## config.mk

```make
export PLATFORM = sky130hd
export DESIGN_NAME = cfi_probe
export DESIGN_NICKNAME = d
export VERILOG_FILES = /design/src/rtl/cfi_probe_pkg.sv /design/src/rtl/cfi_bus_port.sv /design/src/rtl/cfi_tmo_scale.sv /design/src/rtl/cfi_rgn_table.sv /design/src/rtl/cfi_probe.sv
export SDC_FILE = /design/constraint.sdc
export NUM_CORES = 2
export LEC_CHECK = 0
export ABC_CLOCK_PERIOD_IN_PS = 6450
export BUFFER_PORTS_ARGS = -buffer_cell sky130_fd_sc_hd__buf_2
export CORE_MARGIN = 8
export CORE_UTILIZATION = 30
export DETAILED_ROUTE_END_ITERATION = 10
export PLACE_DENSITY = 0.47
export REMOVE_ABC_BUFFERS = 1
export SYNTH_ARGS = -nofsm -noshare
export SYNTH_HDL_FRONTEND = slang
export SYNTH_SLANG_ARGS = --single-unit
```

## constraint.sdc

```tcl
create_clock -name clk -period 6.45 [get_ports clk]
set_clock_uncertainty 0.2 [all_clocks]
set_input_delay 1.29 -clock clk [delete_from_list [all_inputs] [get_ports clk]]
set_output_delay 1.29 -clock clk [all_outputs]
set_load 0.05 [all_outputs]
```

## src/rtl/cfi_probe_pkg.sv

```systemverilog
package cfi_probe_pkg;

  localparam int CNT_W = 17;  // 16-bit field plus one
  localparam int BSZ_W = 24;  // 16-bit field times 256

  typedef enum logic [2:0] {
    PH_IDLE, PH_RST, PH_QRY, PH_HDR, PH_RGN, PH_EXIT_F0, PH_EXIT_FF
  } phase_t;

  localparam logic [7:0]  CMD_RESET_A = 8'hF0;
  localparam logic [7:0]  CMD_RESET_B = 8'hFF;
  localparam logic [7:0]  CMD_QUERY   = 8'h98;
  localparam logic [7:0]  OFS_QUERY   = 8'h55;
  localparam logic [7:0]  OFS_RGN0    = 8'h2D;
  localparam logic [15:0] SET_A_STD   = 16'h0002;
  localparam logic [15:0] SET_B_EXT   = 16'h0001;
  localparam logic [15:0] SET_B_STD   = 16'h0003;

  // Header read order; the sequence index picks the command offset.
  function automatic logic [7:0] hdr_offset(input logic [3:0] step);
    case (step)
      4'd0:    return 8'h10;
      4'd1:    return 8'h11;
      4'd2:    return 8'h12;
      4'd3:    return 8'h13;
      4'd4:    return 8'h14;
      4'd5:    return 8'h1F;
      4'd6:    return 8'h21;
      4'd7:    return 8'h23;
      4'd8:    return 8'h25;
      4'd9:    return 8'h27;
      default: return 8'h2C;
    endcase
  endfunction

  function automatic logic [7:0] sig_byte(input logic [3:0] step);
    case (step)
      4'd0:    return 8'h51;
      4'd1:    return 8'h52;
      default: return 8'h59;
    endcase
  endfunction

  function automatic logic [CNT_W-1:0] decode_blocks(input logic [15:0] f);
    return {1'b0, f} + 17'd1;
  endfunction

  function automatic logic [BSZ_W-1:0] decode_bsize(input logic [15:0] f);
    return (f == 16'd0) ? 24'd128 : {f, 8'h00};
  endfunction

endpackage

```

## src/rtl/cfi_bus_port.sv

```systemverilog
module cfi_bus_port #(
  parameter int ADDR_W = 24,
  parameter bit WIDE16 = 1'b1
) (
  input  logic              clk,
  input  logic              rst_n,
  input  logic              go,
  input  logic              go_wr,
  input  logic [7:0]        go_off,
  input  logic [7:0]        go_data,
  output logic              ack,
  output logic [7:0]        ack_data,
  output logic [ADDR_W-1:0] fl_addr,
  output logic [7:0]        fl_wdata,
  output logic              fl_rd,
  output logic              fl_wr,
  input  logic              fl_ready,
  input  logic [7:0]        fl_rdata
);
  localparam int SH = WIDE16 ? 1 : 0;

  logic              rd_d, wr_d, ack_d;
  logic [ADDR_W-1:0] addr_d;
  logic [7:0]        wdata_d, data_d;

  always_comb begin
    rd_d    = fl_rd;
    wr_d    = fl_wr;
    addr_d  = fl_addr;
    wdata_d = fl_wdata;
    data_d  = ack_data;
    ack_d   = 1'b0;
    if ((fl_rd || fl_wr) && fl_ready) begin
      rd_d   = 1'b0;
      wr_d   = 1'b0;
      ack_d  = 1'b1;
      data_d = fl_rdata;
    end else if (go && !fl_rd && !fl_wr) begin
      rd_d    = !go_wr;
      wr_d    = go_wr;
      addr_d  = ADDR_W'(go_off) << SH;
      wdata_d = go_data;
    end
  end

  always_ff @(posedge clk or negedge rst_n) begin
    if (!rst_n) begin
      fl_rd    <= 1'b0;
      fl_wr    <= 1'b0;
      ack      <= 1'b0;
      fl_addr  <= '0;
      fl_wdata <= '0;
      ack_data <= '0;
    end else begin
      fl_rd    <= rd_d;
      fl_wr    <= wr_d;
      ack      <= ack_d;
      fl_addr  <= addr_d;
      fl_wdata <= wdata_d;
      ack_data <= data_d;
    end
  end
endmodule

```

## src/rtl/cfi_tmo_scale.sv

```systemverilog
module cfi_tmo_scale #(
  parameter int          TMO_W = 48,
  parameter int unsigned UNIT  = 125
) (
  input  logic [8:0]       expo,
  output logic [TMO_W-1:0] cycles
);
  logic [2*TMO_W-1:0] wide;

  always_comb begin
    wide = (2*TMO_W)'(UNIT) << expo;
    if ((expo >= 9'(TMO_W)) || (|wide[2*TMO_W-1:TMO_W]))
      cycles = '1;
    else
      cycles = wide[TMO_W-1:0];
  end
endmodule

```

## src/rtl/cfi_rgn_table.sv

```systemverilog
module cfi_rgn_table
  import cfi_probe_pkg::*;
#(
  parameter int MAX_RGN = 8,
  parameter int OFS_W   = 40,
  parameter int IDX_W   = 4
) (
  input  logic                     clk,
  input  logic                     rst_n,
  input  logic                     clr,
  input  logic                     we,
  input  logic [IDX_W-1:0]         idx,
  input  logic [OFS_W-1:0]         w_start,
  input  logic [CNT_W-1:0]         w_blocks,
  input  logic [BSZ_W-1:0]         w_bsize,
  output logic [MAX_RGN*OFS_W-1:0] o_start,
  output logic [MAX_RGN*CNT_W-1:0] o_blocks,
  output logic [MAX_RGN*BSZ_W-1:0] o_bsize
);
  for (genvar g = 0; g < MAX_RGN; g++) begin : g_ent
    logic             hit;
    logic [OFS_W-1:0] st_q;
    logic [CNT_W-1:0] bl_q;
    logic [BSZ_W-1:0] bs_q;

    assign hit = we && (idx == IDX_W'(g));

    always_ff @(posedge clk or negedge rst_n) begin
      if (!rst_n) begin
        st_q <= '0;
        bl_q <= '0;
        bs_q <= '0;
      end else if (clr) begin
        st_q <= '0;
        bl_q <= '0;
        bs_q <= '0;
      end else if (hit) begin
        st_q <= w_start;
        bl_q <= w_blocks;
        bs_q <= w_bsize;
      end
    end

    assign o_start[g*OFS_W +: OFS_W]  = st_q;
    assign o_blocks[g*CNT_W +: CNT_W] = bl_q;
    assign o_bsize[g*BSZ_W +: BSZ_W]  = bs_q;
  end
endmodule

```

## src/rtl/cfi_probe.sv

```systemverilog
module cfi_probe
  import cfi_probe_pkg::*;
#(
  parameter int          MAX_RGN = 8,
  parameter int          ADDR_W  = 24,
  parameter int          OFS_W   = 40,
  parameter int          SIZE_W  = 32,
  parameter int          TMO_W   = 48,
  parameter int unsigned CLK_HZ  = 125000000,
  localparam int         IDX_W   = $clog2(MAX_RGN + 1)
) (
  input  logic                     clk,
  input  logic                     rst_n,
  input  logic                     start,
  output logic                     busy,
  output logic                     done,
  output logic                     det_valid,
  output logic [15:0]              cmdset_id,
  output logic [IDX_W-1:0]         region_cnt,
  output logic                     region_err,
  output logic [SIZE_W-1:0]        chip_size,
  output logic [TMO_W-1:0]         write_tmo,
  output logic [TMO_W-1:0]         erase_tmo,
  output logic [MAX_RGN*OFS_W-1:0] rgn_start,
  output logic [MAX_RGN*17-1:0]    rgn_blocks,
  output logic [MAX_RGN*24-1:0]    rgn_bsize,
  output logic [ADDR_W-1:0]        fl_addr,
  output logic [7:0]               fl_wdata,
  output logic                     fl_rd,
  output logic                     fl_wr,
  input  logic                     fl_ready,
  input  logic [7:0]               fl_rdata
);
  localparam int unsigned US_UNIT = CLK_HZ / 1000000;
  localparam int unsigned MS_UNIT = CLK_HZ / 1000;

  phase_t           ph_q, ph_d;
  logic [3:0]       step_q, step_d;
  logic [IDX_W-1:0] ridx_q, ridx_d, rcnt_q, rcnt_d;
  logic [1:0]       rb_q, rb_d;
  logic             pend_q, pend_d, rerr_q, rerr_d;
  logic             valid_q, valid_d, done_q, done_d;
  logic [7:0]       raw0_q, raw0_d, raw1_q, raw1_d, raw2_q, raw2_d;
  logic [15:0]      id_q, id_d;
  logic [7:0]       wa_q, wa_d, ea_q, ea_d, szx_q, szx_d;
  logic [8:0]       ws_q, ws_d, es_q, es_d;
  logic [OFS_W-1:0] ofs_q, ofs_d;

  logic             go, go_wr, ack;
  logic [7:0]       go_off, go_data, ack_data;
  logic             tbl_clr, tbl_we, to_exit, fin;
  logic [CNT_W-1:0] cur_blocks;
  logic [BSZ_W-1:0] cur_bsize;

  cfi_bus_port #(.ADDR_W(ADDR_W), .WIDE16(1'b1)) u_port (
    .clk(clk), .rst_n(rst_n), .go(go), .go_wr(go_wr), .go_off(go_off),
    .go_data(go_data), .ack(ack), .ack_data(ack_data), .fl_addr(fl_addr),
    .fl_wdata(fl_wdata), .fl_rd(fl_rd), .fl_wr(fl_wr), .fl_ready(fl_ready),
    .fl_rdata(fl_rdata)
  );

  cfi_rgn_table #(.MAX_RGN(MAX_RGN), .OFS_W(OFS_W), .IDX_W(IDX_W)) u_tbl (
    .clk(clk), .rst_n(rst_n), .clr(tbl_clr), .we(tbl_we), .idx(ridx_q),
    .w_start(ofs_q), .w_blocks(cur_blocks), .w_bsize(cur_bsize),
    .o_start(rgn_start), .o_blocks(rgn_blocks), .o_bsize(rgn_bsize)
  );

  cfi_tmo_scale #(.TMO_W(TMO_W), .UNIT(US_UNIT)) u_wtmo (.expo(ws_q), .cycles(write_tmo));
  cfi_tmo_scale #(.TMO_W(TMO_W), .UNIT(MS_UNIT)) u_etmo (.expo(es_q), .cycles(erase_tmo));

  assign cur_blocks = decode_blocks({raw1_q, raw0_q});
  assign cur_bsize  = decode_bsize({ack_data, raw2_q});

  // Access descriptor for the current phase.
  always_comb begin
    go      = (ph_q != PH_IDLE) && !pend_q;
    go_wr   = 1'b1;
    go_off  = 8'h00;
    go_data = CMD_RESET_A;
    case (ph_q)
      PH_QRY:     begin go_off = OFS_QUERY; go_data = CMD_QUERY; end
      PH_HDR:     begin go_wr = 1'b0; go_off = hdr_offset(step_q); end
      PH_RGN:     begin
        go_wr  = 1'b0;
        go_off = OFS_RGN0 + 8'({ridx_q, 2'b00}) + 8'(rb_q);
      end
      PH_EXIT_FF: go_data = CMD_RESET_B;
      default:    ;
    endcase
  end

  // Sequencer next state.
  always_comb begin
    ph_d = ph_q;  step_d = step_q;  ridx_d = ridx_q;  rcnt_d = rcnt_q;
    rb_d = rb_q;  pend_d = pend_q;  rerr_d = rerr_q;  valid_d = valid_q;
    raw0_d = raw0_q;  raw1_d = raw1_q;  raw2_d = raw2_q;  id_d = id_q;
    wa_d = wa_q;  ea_d = ea_q;  ws_d = ws_q;  es_d = es_q;  szx_d = szx_q;
    ofs_d = ofs_q;
    done_d = 1'b0;  tbl_clr = 1'b0;  tbl_we = 1'b0;
    to_exit = 1'b0;  fin = 1'b0;
    if (go) pend_d = 1'b1;
    if (ph_q == PH_IDLE) begin
      if (start) begin
        ph_d = PH_RST;  valid_d = 1'b0;  rerr_d = 1'b0;  rcnt_d = '0;
        ridx_d = '0;  step_d = '0;  rb_d = '0;  ofs_d = '0;  tbl_clr = 1'b1;
      end
    end else if (ack) begin
      pend_d = 1'b0;
      case (ph_q)
        PH_RST: ph_d = PH_QRY;
        PH_QRY: ph_d = PH_HDR;
        PH_HDR: begin
          step_d = step_q + 4'd1;
          case (step_q)
            4'd0, 4'd1, 4'd2:
              if (ack_data != sig_byte(step_q)) begin
                ph_d = PH_IDLE;  done_d = 1'b1;
              end
            4'd3: id_d[7:0]  = ack_data;
            4'd4: id_d[15:8] = ack_data;
            4'd5: wa_d = ack_data;
            4'd6: ea_d = ack_data;
            4'd7: ws_d = {1'b0, wa_q} + {1'b0, ack_data};
            4'd8: es_d = {1'b0, ea_q} + {1'b0, ack_data};
            4'd9: szx_d = ack_data;
            default: begin
              if (ack_data > 8'(MAX_RGN)) begin
                rcnt_d = IDX_W'(MAX_RGN);  rerr_d = 1'b1;
              end else begin
                rcnt_d = IDX_W'(ack_data);
              end
              if (ack_data == 8'd0) to_exit = 1'b1;
              else begin ph_d = PH_RGN;  ridx_d = '0;  rb_d = '0; end
            end
          endcase
        end
        PH_RGN: begin
          rb_d = rb_q + 2'd1;
          case (rb_q)
            2'd0: raw0_d = ack_data;
            2'd1: raw1_d = ack_data;
            2'd2: raw2_d = ack_data;
            default: begin
              tbl_we = 1'b1;
              ofs_d  = ofs_q + OFS_W'(cur_blocks * cur_bsize);
              ridx_d = ridx_q + IDX_W'(1);
              if (IDX_W'(ridx_q + IDX_W'(1)) == rcnt_q) to_exit = 1'b1;
            end
          endcase
        end
        PH_EXIT_F0: ph_d = PH_EXIT_FF;
        default:    fin = 1'b1;
      endcase
      if (to_exit) begin
        if (id_q == SET_A_STD)                           ph_d = PH_EXIT_F0;
        else if ((id_q == SET_B_STD) || (id_q == SET_B_EXT)) ph_d = PH_EXIT_FF;
        else fin = 1'b1;
      end
      if (fin) begin
        ph_d = PH_IDLE;  valid_d = 1'b1;  done_d = 1'b1;
      end
    end
  end

  always_ff @(posedge clk or negedge rst_n) begin
    if (!rst_n) begin
      ph_q <= PH_IDLE;  step_q <= '0;  ridx_q <= '0;  rcnt_q <= '0;
      rb_q <= '0;  pend_q <= 1'b0;  rerr_q <= 1'b0;  valid_q <= 1'b0;
      done_q <= 1'b0;  raw0_q <= '0;  raw1_q <= '0;  raw2_q <= '0;
      id_q <= '0;  wa_q <= '0;  ea_q <= '0;  ws_q <= '0;  es_q <= '0;
      szx_q <= '0;  ofs_q <= '0;
    end else begin
      ph_q <= ph_d;  step_q <= step_d;  ridx_q <= ridx_d;  rcnt_q <= rcnt_d;
      rb_q <= rb_d;  pend_q <= pend_d;  rerr_q <= rerr_d;  valid_q <= valid_d;
      done_q <= done_d;  raw0_q <= raw0_d;  raw1_q <= raw1_d;  raw2_q <= raw2_d;
      id_q <= id_d;  wa_q <= wa_d;  ea_q <= ea_d;  ws_q <= ws_d;  es_q <= es_d;
      szx_q <= szx_d;  ofs_q <= ofs_d;
    end
  end

  assign busy       = (ph_q != PH_IDLE);
  assign done       = done_q;
  assign det_valid  = valid_q;
  assign cmdset_id  = id_q;
  assign region_cnt = rcnt_q;
  assign region_err = rerr_q;
  assign chip_size  = (szx_q >= 8'(SIZE_W)) ? '1 : (SIZE_W'(1) << szx_q);
endmodule

```

[Yosys cells after proc, flatten, opt, wreduce, memory -nomap -nowiden]
Memories as Yosys holds them, arrays and structs flattened.
Cells that the tools add are included.
Storage, ports and cells
  logic and storage cells: 312
  output and inout port bits: 834
  memory bits (read-only): 96
  memories kept: 1
  input bits: 12
  bits in registers: 818
Memories
  (name not given): depth 16, width 6, read ports 1, clocked after memory_dff 0, write ports 0, RTL line cfi_probe_pkg.sv:21  | case (step)
Cells by class
  magnitude comparators: 4
  reduce and logical (&&, ||, !) cells: 68
  bitwise operators: 2
  multiplexer cells: 139
  multiply operators: 1
  add/subtract/negate cells: 9
  equality and inequality tests: 35
  shift operators: 3
Operator list (count)
  40-bit two-way mux: 21
  24-bit two-way mux: 17
  17-bit two-way mux: 16
  48-bit two-way mux: 2
  48-bit OR reduction: 2
  17-bit by 9-bit << shifter with 96-bit output, first input constant: 1
  7-bit by 9-bit << shifter with 96-bit output, first input constant: 1
  4-bit two-way mux: 14
  4-bit AND reduction: 12
  1-bit two-way mux: 42
  40-bit adder: 1
  17-bit by 24-bit multiplier with 40-bit output: 1
  16-bit by 2-bit == test with 1-bit output, second input constant: 2
  4-bit by 3-bit == test with 1-bit output, second input constant: 8
  32-bit two-way mux: 1
  8-bit two-way mux: 4
  1-bit by 8-bit << shifter with 32-bit output, first input constant: 1
  2-bit nonzero test: 14
  3-bit two-way mux: 9
  8-bit one-hot mux with 3 select lines: 1
  8-bit by 8-bit adder with 9-bit output: 2
  9-bit by 6-bit >= comparator with 1-bit output, second input constant: 2
  16-bit by 1-bit adder with 17-bit output, second input constant: 1
  16-bit by 1-bit == test with 1-bit output, second input constant: 1
  45 further kinds: 85

[Longest topological paths before layout]
  depth after elaboration: 16
  gate-level depth with buffers: 30
  gate-level depth less buffers: 28

[Hierarchy]
A second synthesis with hierarchy kept.
Unflattened totals
  cells, all modules: 4596
  area, all modules: 48644.2 um2
By module, submodules not included
  cfi_rgn_table: times used 1, seq. area each 16215.6 um2, cells an instance 2273, area an instance 28327.2 um2
  cfi_probe: times used 1, seq. area each 3403.3 um2, cells an instance 1955, area an instance 17511.8 um2
  cfi_bus_port: times used 1, seq. area each 675.6 um2, cells an instance 77, area an instance 1148.6 um2
  cfi_tmo_scale at u_wtmo: times used 1, seq. area each 0.0 um2, cells an instance 151, area an instance 842.1 um2
  cfi_tmo_scale at u_etmo: times used 1, seq. area each 0.0 um2, cells an instance 140, area an instance 814.5 um2

[Least setup slack after synthesis]
OpenSTA, ideal clock, no wires.
  path kind: register to register
  start point: register raw0_q[1]
  end point: register ofs_q[37]
  slack: -0.650 ns
  data arrival time: 6.754 ns
  data required time: 6.104 ns
  clock period less this slack: 7.100 ns
  path buffers: 2
  cell stages (with the launch flop): 29
  library setup time: 0.146 ns
  path through: dfrtp_1 > ha_1 > nand3_2 > nor2_1 > and3_1 > buf_2 > and3_1 > and3_4 > xor2_2 > buf_4 > nand2_1 > fa_1 > inv_1 > fa_1 > fa_1 > fa_1 > fa_1 > inv_1 > fa_1 > inv_1 > ha_1 > and4_1 > nor3b_1 > a31oi_1 > o21ai_0 > a311oi_1 > a21oi_1 > mux2i_1 > o311ai_0
Between the ends
  word-level cells in the longest chain between the ends: 7
Ends and longest elaborated chain
  from (decl): RTL line cfi_probe.sv:43  | logic [7:0] raw0_q, raw0_d, raw1_q, raw1_d, raw2_q, raw2_d;
  from (signal assigned): RTL line cfi_probe.sv:175  | done_q <= done_d; raw0_q <= raw0_d; raw1_q <= raw1_d; raw2_q <= raw2_d;
  16-bit by 1-bit adder with 17-bit output: RTL line cfi_probe_pkg.sv:45  | return {1'b0, f} + 17'd1;
  17-bit by 24-bit multiplier with 40-bit output: RTL line cfi_probe.sv:145  | ofs_d = ofs_q + OFS_W'(cur_blocks * cur_bsize);
  40-bit adder: RTL line cfi_probe.sv:145
  40-bit two-way mux: RTL line cfi_probe.sv:139  | case (rb_q)
  40-bit two-way mux: RTL line cfi_probe.sv:109  | case (ph_q)
  40-bit two-way mux: RTL line cfi_probe.sv:107  | end else if (ack) begin
  40-bit two-way mux: RTL line cfi_probe.sv:102  | if (ph_q == PH_IDLE) begin
  to (signal assigned): RTL line cfi_probe.sv:177  | szx_q <= szx_d; ofs_q <= ofs_d;
  to (decl): RTL line cfi_probe.sv:47  | logic [OFS_W-1:0] ofs_q, ofs_d;
Every way passes these cells. The select of a mux whose other input is x is not followed.
A chain may end at the register's enable or synchronous reset.

[Final worst setup path]
  start point: register raw0_q[1]
  end point: register ofs_q[36]
The elaborated chain is that of the path after synthesis.

==> impl_results.md <==
* Root buf cell: clkbuf_16
* CTS Buf Count at 87
* Launching point of the worst reg2reg path: raw0_q[1]
* Ranking of synthesized cells by area: dfrtp_1 41%, fa_1 12%, nand2_1 10%, a21oi_1 5.9%, ha_1 3.8%
* #FFs+latches synth at 702
* Synthesis-to-layout area growth at 23.0%
* Gpl congestion at between 0.8 and 0.9
* Detail Route Antenna Nets at 0
* Slowest CP cell: fa_1
* Vias in the first global route at ~37000
* Cell variety after synth at 80
* CTS Hold Buffers Added at 0
* Cells after DPL at 7235
* WHS at approximately 0.27 ns
* Std-Cell Rows at roughly 140
* CP peak stage delay at around 0.56 ns
* Cell mode on critical path: fa_1
* Max Cap Viol at 0
* Die width at between 300 and 400 um
* Worst-case clock buffer depth at 3
* Wire length per cell at about 21 um
* Synthesis warning total at 0
* Place WS at -0.950 ns
* First DRT Iteration DRCs at 2222
* CTS tree: done
* Clock transition at path regs at 0.06 ns
* Share of post-route cells with drive strength above 1 at 0.254
* Worst r2r dst: ofs_q[36]
* Top post-synthesis cells by count: 1144 x nand2_1, 702 x dfrtp_1, 497 x a21oi_1, 401 x inv_1, 257 x fa_1
* H-tree depth at 3
* LEAKAGE at between 20 and 30 nW
* DRC Markers at 0
* Synthesized area per cell at roughly 8.9 um2
* FFs w/ async S/R, synth at 1.00
* Critical path destination: ofs_q[36]
* Final Hold Fails at 0
* Final Non-Filler Cells at roughly 7400
* Fin worst setup slack at -0.558 ns
* DIE HEIGHT at 392 um
* Overflow after GRT at 0
* CP Data Required Time at around 6.8 ns
* Worst Path Max Fanout at 5
* Via density at 4.75
* Sequential area share after synthesis at 0.413
* Die area at ~150000 um2
* RSZ-0062 raised after global routing: true
* Reg-to-reg setup timing slack at -0.56 ns
* Yosys top cell by area: dfrtp_1
* Final Util at 0.370
* All-Layer GR Usage at 0.202
* Clock Latency Late Sink at between 0.7 and 0.8 ns
* Final instance area at ~52000 um2
* Critical path class: reg2reg
* Final setup vio count at 14
* Hold crit path type: reg2reg
* Core area at between 100000 and 150000 um2
* Initial antenna violation count at 6
* Layout Nets at between 5000 and 6000
* CP Launch Type: register
* WL final at between 150000 and 200000 um
* Hpwl dp at approximately 110000 um
* WP data arrival at between 7 and 8 ns
* Vias at approximately 35000
* R2R depth at 29
* CTS sink count at 702
* Max Slew Vio Count at 0
* IR drop worst, VDD at around 0.57 mV
* Peak Freq at between 0.1 and 0.15 GHz
* Largest net degree at the start of global routing at approximately 180
* Failing checks: negative setup slack
* First-pass detailed-route iteration total at 6
* Final worst path period need at around 7.0 ns
* Status: finished, violations left
* Nature of the critical path endpoint: register
* Normalized max-slew margin at 0.225
* Ports at approximately 850
* Ys flop type: dfrtp_1
* Starting Density at 0.301
* Pwr dens at 364 nW/um2
* Buffers on Ports at between 700 and 800
* Mapped Cells at 4749
* First-pass GRT wire length at about 240000 um
* WHS Path Cells at 1
* Critical path origin: raw0_q[1]
* Synthesized area at around 42000 um2
* Final period util at 1.09
* Post-synth EDFFs at 0
* Tightest Pin Transition at roughly 1.2 ns
* Top-count cell post-synth: nand2_1
* Placement Cell Area at slightly below 50000 um2
* Yosys top cell area share at 0.413
==> placed cells by master, fill, tap and decap left out, drive strengths merged, types with 6 or more instances in the layout <==
cell type	count
nand2	1147
buf	1039
dfrtp	702
a21oi	497
inv	408
fa	257
nor2	227
o21ai	206
ha	128
clkbuf	121
a211oi	119
and2	82
conb	73
mux2	61
nor2b	60
xnor2	49
nand2b	36
nand3	35
xor2	32
clkinv	26
and3	25
nor3	22
a21o	18
o31ai	16
nor4	12
nand4	10
a31oi	9
o21bai	9
diode	7
a22o	7
mux2i	6
or3	6
bufinv	6
or2	6
o311ai	6
a21boi	6
==> area by class of cell <==
type | instances | area [um2]
antenna | 7 | 17.5
clock buffer | 121 | 2530
clock inverter | 41 | 504
fill | 14700 | 88800
inverter | 404 | 1520
multi-input combinational | 3221 | 21600
sequential | 702 | 17600
tap | 1890 | 2360
timing repair buffer | 1039 | 6110
==> worst min path at each step <==
stage,startpoint,to,slack (ns)
2_1_floorplan,ea_q[1],ea_q[1],0.28
3_3_place_gp,det_valid,det_valid,0.26
3_5_place_dp,det_valid,det_valid,0.26
4_1_cts,det_valid,det_valid,0.27
5_1_grt,u_port.fl_addr[2],u_port.fl_addr[2],0.31
6_report,det_valid,det_valid,0.27
==> through the flow <==
stage / TNS, ns / power (mW)
after floorplan: -3229.22 / 10.5
after global placement: -9.83 / 13.6
after detailed placement: -10.75 / 13.6
after CTS: -4.33 / 19.1
after global routing: -10.48 / 20.2
final: -5.50 / 19.0
==> sequential cells by signal, indices dropped and copies added, names as in the netlist, 8 cells and up <==
signal,flops
u_tbl.g_ent.st_q,272
u_tbl.g_ent.bl_q,136
u_tbl.g_ent.bs_q,136
ofs_q,33
cmdset_id,16
es_q,9
ws_q,9
ea_q,8
raw0_q,8
raw1_q,8
raw2_q,8
szx_q,8
u_port.ack_data,8
wa_q,8
==> cell families (layout without fill, tap and decap cells) <==
kind of cell    after synthesis  in the layout  synth area share
simple gates               1678           1678             0.167
compound gates              936            936             0.126
buf+inv                     898           1605            0.0997
flops                       702            702             0.413
fa+ha+maj                   386            386             0.159
xor+xnor                     81             81            0.0171
mux                          67             67            0.0176
other cells                   1             80         0.0000883
==> where the power goes <==
part	total, mW	internal (mW)	switching, mW
Clock	5.15	3.02	2.12
Combinational	8.64	2.60	6.04
Sequential	5.26	4.79	0.469
Total	19.0	10.4	8.63
==> routing by layer <==
metal	up-vias	global-route usage	wire length, um
met5	-	0	0
met4	0	0.0559	4130
met3	179	0.0293	7830
met2	923	0.352	79300
met1	17800	0.262	68000
li1	16400	-	-
==> critical path, delay by kind of cell, from the launching register on <==
kind	cells	cell delay, ns
adder cells (fa/ha/maj)	8	3.32
AND/OR/NAND/NOR	7	1.00
AO/OA/AOI/OAI	6	0.97
buffers and inverters	6	0.59
flip-flops	1	0.38
XOR/XNOR	2	0.37
==> repair_timing <==
action                                  4_1_cts  5_1_grt
endpoints found under the setup margin       21       22
pin swaps                                    49       15
setup buffers                                12        9
resized for setup                            88       48
(Power assumes the default switching activity.)
